==> config.mk <==
export PLATFORM = sky130hd
export DESIGN_NAME = q15_mulhr_array
export DESIGN_NICKNAME = d
export VERILOG_FILES = /design/src/rtl/q15_pkg.sv /design/src/rtl/q15_lane.sv /design/src/rtl/q15_stage.sv /design/src/rtl/q15_mulhr_array.sv
export SDC_FILE = /design/constraint.sdc
export NUM_CORES = 2
export LEC_CHECK = 0
export ABC_AREA = 1
export CAP_MARGIN = 20
export CELL_PAD_IN_SITES_DETAIL_PLACEMENT = 1
export CELL_PAD_IN_SITES_GLOBAL_PLACEMENT = 1
export CORE_UTILIZATION = 30
export DETAILED_ROUTE_END_ITERATION = 6
export PLACE_DENSITY = 0.62
export REMOVE_ABC_BUFFERS = 1
export SLEW_MARGIN = 20
export SYNTH_ARGS = -nofsm -noshare
export SYNTH_HDL_FRONTEND = slang
export SYNTH_SLANG_ARGS = --single-unit
==> constraint.sdc <==
create_clock -name clk -period 15.2 [get_ports clk]
set_input_delay 3.04 -clock clk [delete_from_list [all_inputs] [get_ports clk]]
set_output_delay 3.04 -clock clk [all_outputs]
set_load 0.02 [all_outputs]
==> src/rtl/q15_pkg.sv <==
package q15_pkg;

  // Word and product widths
  localparam int QW = 16;
  localparam int PW = 2 * QW;

  typedef logic signed [QW-1:0] q15_t;
  typedef logic signed [PW-1:0] q15_prod_t;

  // Code with only the sign bit set, and the largest positive code
  localparam q15_t Q_NEG_ONE = {1'b1, {(QW-1){1'b0}}};
  localparam q15_t Q_MAX     = {1'b0, {(QW-1){1'b1}}};

  // Full-width signed product
  function automatic q15_prod_t q_mul(input q15_t a, input q15_t b);
    return q15_prod_t'(a) * q15_prod_t'(b);
  endfunction

  // Add half an LSB of the result, shift arithmetically, keep the low word
  function automatic q15_t q_round_hi(input q15_prod_t p);
    q15_prod_t s;
    s = p + (q15_prod_t'(1) <<< (QW - 2));
    return q15_t'(s >>> (QW - 1));
  endfunction

  // Two's-complement absolute value; the sign-only code maps to itself
  function automatic q15_t q_abs(input q15_t v);
    return v[QW-1] ? q15_t'(-v) : v;
  endfunction

endpackage

==> src/rtl/q15_lane.sv <==
module q15_lane
  import q15_pkg::*;
#(
  parameter bit SAT_SQ = 1'b0
) (
  input  q15_t a,
  input  q15_t b,
  input  logic mode,
  output q15_t y,
  output logic sq_hit
);

  q15_t raw;

  always_comb begin
    sq_hit = (a == Q_NEG_ONE) && (b == Q_NEG_ONE);
    raw    = q_round_hi(q_mul(a, b));
    if (mode) begin
      y = q_abs(raw);
    end else if (SAT_SQ && sq_hit) begin
      y = Q_MAX;
    end else begin
      y = raw;
    end
  end

endmodule

==> src/rtl/q15_stage.sv <==
module q15_stage #(
  parameter int WIDTH = 1
) (
  input  logic             clk,
  input  logic             rst_n,
  input  logic             en,
  input  logic [WIDTH-1:0] d,
  output logic [WIDTH-1:0] q
);

  always_ff @(posedge clk) begin
    if (!rst_n) begin
      q <= '0;
    end else if (en) begin
      q <= d;
    end
  end

endmodule

==> src/rtl/q15_mulhr_array.sv <==
module q15_mulhr_array
  import q15_pkg::*;
#(
  parameter int LANES  = 4,
  parameter bit SAT_SQ = 1'b0
) (
  input  logic                  clk,
  input  logic                  rst_n,
  input  logic                  in_valid,
  input  logic                  in_mode,
  input  logic [LANES*QW-1:0]   in_a,
  input  logic [LANES*QW-1:0]   in_b,
  output logic                  out_valid,
  output logic [LANES*QW-1:0]   out_y
);

  localparam int VW = LANES * QW;

  // Internal events, brought out by name for the checker
  logic             beat_accept;
  logic [LANES-1:0] lane_sq_hit;
  logic [VW-1:0]    lane_y;

  assign beat_accept = in_valid;

  for (genvar g = 0; g < LANES; g++) begin : g_lane
    q15_lane #(
      .SAT_SQ(SAT_SQ)
    ) u_lane (
      .a      (in_a[g*QW +: QW]),
      .b      (in_b[g*QW +: QW]),
      .mode   (in_mode),
      .y      (lane_y[g*QW +: QW]),
      .sq_hit (lane_sq_hit[g])
    );
  end

  q15_stage #(
    .WIDTH(VW)
  ) u_data (
    .clk   (clk),
    .rst_n (rst_n),
    .en    (beat_accept),
    .d     (lane_y),
    .q     (out_y)
  );

  q15_stage #(
    .WIDTH(1)
  ) u_vld (
    .clk   (clk),
    .rst_n (rst_n),
    .en    (1'b1),
    .d     (in_valid),
    .q     (out_valid)
  );

endmodule

==> flow_summary_export.csv <==
group,metric,value,unit
run_status,result_of_the_run,"finished clean",
layout,fraction_of_layout_instances_using_a_drive_strength_above_1,1.61,%
grt,grt_pass1_wl,225000,um
synth,synth_top_area_cell,"sky130_fd_sc_hd__fa_1",
grt,grt_start_max_net_pins,65,
clock_network,cts_repair_resize_count,0,
sta,final.min_clock_period,10110,ps
sta,fmax,98.9,MHz
worst_setup_path,r2r_setup_slack,14310,ps
sta,slew-limit-headroom,29.5,%
synth,synthesis.instances,6145,
clock_network,cts.path.max_buffers,2,
detailed_routing,drtIter0Drc,1155,
worst_setup_path,ff2ff_path_depth,4,
synth,post_synth_main_area_contributors,"sky130_fd_sc_hd__fa_1 (46%), sky130_fd_sc_hd__inv_1 (15%), sky130_fd_sc_hd__nand2_1 (14%)",
grt,gr-total-overflow,0,
worst_setup_path,worst_path_max_delay_cell,"sky130_fd_sc_hd__clkdlybuf4s50_1",
sta,report.final.hold_viol_count,0,
synth,synth.cell_area,44900,um2
floorplanning,io_pins,197,
min_path,worst_hold_path_type,"register to register",
place,port_buf_inserts,196,
worst_setup_path,start_kind,"input port",
synth,synth_async_sr_flop_share,0,%
worst_setup_path,timing.rr.start,"u_data.q[36]",
worst_setup_path,worstSetupStartpoint,"in_b[33]",
synth,synth_cell_types,42,
floorplanning,row_count,141,
detailed_routing,wl,135000,um
min_path,min_path_cells,2,
floorplanning,die_width,389,um
worst_setup_path,crit_fanout,20,
synth,syn_area_per_cell,7.31,um2
sta,actual_transition_at_the_worst_max_transition_pin,1050,ps
worst_setup_path,critPathKind,"input port to register",
synth,synthMostInstantiatedCell,"sky130_fd_sc_hd__inv_1",
synth,yosysSeqAreaShare,2.90,%
detailed_routing,route.detailed.vias_per_inst,4.52,
detailed_routing,post-route-drc-count,0,
place,gp_congestion,0.835,
clock_network,worst_path_clk_slew,70,ps
sta,worst_clock_skew,0,ps
detailed_routing,postRouteAntennaNets,0,
floorplanning,initial_core_util,30.3,%
synth,synth-edff-count,0,
grt,grt_usage,18.5,%
clock_network,htree_num_levels,3,
floorplanning,die-area,151000,um2
synth,synth_common_cells,"sky130_fd_sc_hd__inv_1 (1838), sky130_fd_sc_hd__nand2_1 (1661), sky130_fd_sc_hd__fa_1 (1024)",
synth,synth-warning-count,0,
detailed_routing,drt_first_pass_iters,5,
detailed_routing,wl_per_cell,16.8,um
detailed_routing,detailroute.via_count,36458,
sta,final.setup.tns,0,ps
layout,design.final.nets,7592,
sta,final_min_period_over_clock_period,66.5,%
worst_setup_path,worst_path_arrival_time,10380,ps
worst_setup_path,worstPathRequired,15460,ps
place,post-dp-hpwl,118000,um
min_path,hold_path_startpoint,"u_data.q[33]",
synth,postSynthRegisterBits,65,
clock_network,cts_tree,"built",
sta,holdWs,467,ps
worst_setup_path,reg2reg_to,"u_data.q[36]",
worst_setup_path,cp_common_cell,"sky130_fd_sc_hd__nand2_1",
min_path,min_to,"u_data.q[33]",
job,maxCapViolations,0,
worst_setup_path,setup.worst_path.end_class,"register",
worst_setup_path,crit_path_max_incr_delay,780,ps
clock_network,cts_root_buf,"sky130_fd_sc_hd__clkbuf_16",
layout,area_growth_synth_to_finish,8.61,%
synth,dominantRegCellSynth,"sky130_fd_sc_hd__dfxtp_1",
clock_network,tritoncts.num_buffers,9,
floorplanning,dieHeight,389,um
clock_network,post_cts.repair.setup_buffers,0,
sta,setup_viol,0,
floorplanning,design.core.area,148000,um2
clock_network,worst_skew_pair.late_latency,360,ps
synth,share_of_yosys_cell_area_claimed_by_the_top_area_cell_type,45.6,%
sta,maxSlewViolCount,0,
sta,unrepaired_setup_endpoints_after_global_routing,"false",
clock_network,cts.sinks,65,
grt,grt_antenna_before_repair,2,
clock_network,cts_hold_buffers,0,
grt,first_global_vias,41717,
registers in the layout, indices dropped and copies added, names as in the netlist:
name	cells
u_data.q	64
u_vld.q	1
placed cells by master, fill, tap and decap left out, types with 16 or more instances in the layout:
master                            Yosys  final
sky130_fd_sc_hd__ha_1               304    304
sky130_fd_sc_hd__nor2_1             308    308
sky130_fd_sc_hd__nand4_1             36     36
sky130_fd_sc_hd__nand2_2             16     16
sky130_fd_sc_hd__nand3_1            193    193
sky130_fd_sc_hd__inv_1             1838   1837
sky130_fd_sc_hd__o21ai_0             96     96
sky130_fd_sc_hd__xor2_1              27     27
sky130_fd_sc_hd__nor3_1              28     28
sky130_fd_sc_hd__a21oi_1            146    146
sky130_fd_sc_hd__o21bai_1            18     18
sky130_fd_sc_hd__fa_1              1024   1024
sky130_fd_sc_hd__buf_4                3     19
sky130_fd_sc_hd__xnor2_1             37     37
sky130_fd_sc_hd__dfxtp_1             65     65
sky130_fd_sc_hd__nand2_1           1661   1661
sky130_fd_sc_hd__or2_2               25     25
sky130_fd_sc_hd__clkdlybuf4s50_1      0    194
worst max-delay path, delay by kind of cell:
kind / cells / cell delay, ps
AOI/OAI and AO/OA: 1 / 90
adders and majority gates: 7 / 3610
and+or+nand+nor: 14 / 2240
buffers and inverters: 7 / 1380
how the worst max path moves through the flow:
stage / to / slack (ps) / cells past startpoint
after floorplan: u_data.q[44] / 6540 / 28
after global placement: u_data.q[33] / 4760 / 27
after detailed placement: u_data.q[33] / 4610 / 27
after CTS: u_data.q[44] / 5010 / 29
after global routing: u_data.q[42] / 4490 / 27
final: u_data.q[44] / 5090 / 29
final cells by class:
| cell class | count | area, um2 |
|---|---|---|
| multi-input combinational | 4001 | 35800 |
| antenna | 1 | 2.50 |
| fill | 18347 | 99400 |
| tap | 1930 | 2410 |
| sequential | 65 | 1300 |
| timing repair buffer | 214 | 2090 |
| clock buffer | 9 | 225 |
| inverter | 1841 | 6910 |
| clock inverter | 7 | 61.3 |
routing by layer:
metal	vias to the layer above	global-route usage, %	share of wire, %
met4	0	1.86	0.81
li1	17346	-	-
met2	416	32.9	49
met1	18634	25.4	48
met5	-	0	0
met3	62	1.25	2.4
per-stage QoR:
step | instances | utilization [%] | area (um2) | setup slack [ps]
3_5_place_dp | 8051 | 32.7 | 48500 | 4610
3_3_place_gp | 8051 | 32.7 | 48500 | 4760
6_report | 8068 | 32.9 | 48800 | 5090
2_1_floorplan | 5907 | - | 44000 | 6540
4_1_cts | 8067 | 32.9 | 48800 | 5010
5_1_grt | 8067 | 32.9 | 48800 | 4490
kinds of logic after synthesis:
kind of cell	after synthesis	share of synthesized area, %
flops	65	2.90
fa+ha+maj	1328	54.1
xor+xnor	65	1.31
buf+inv	2079	17.4
simple gates	2311	20.7
compound gates	297	3.56
Power is not shown: default switching activity piles up to over one toggle a cycle in this logic, so the estimate is an artifact.
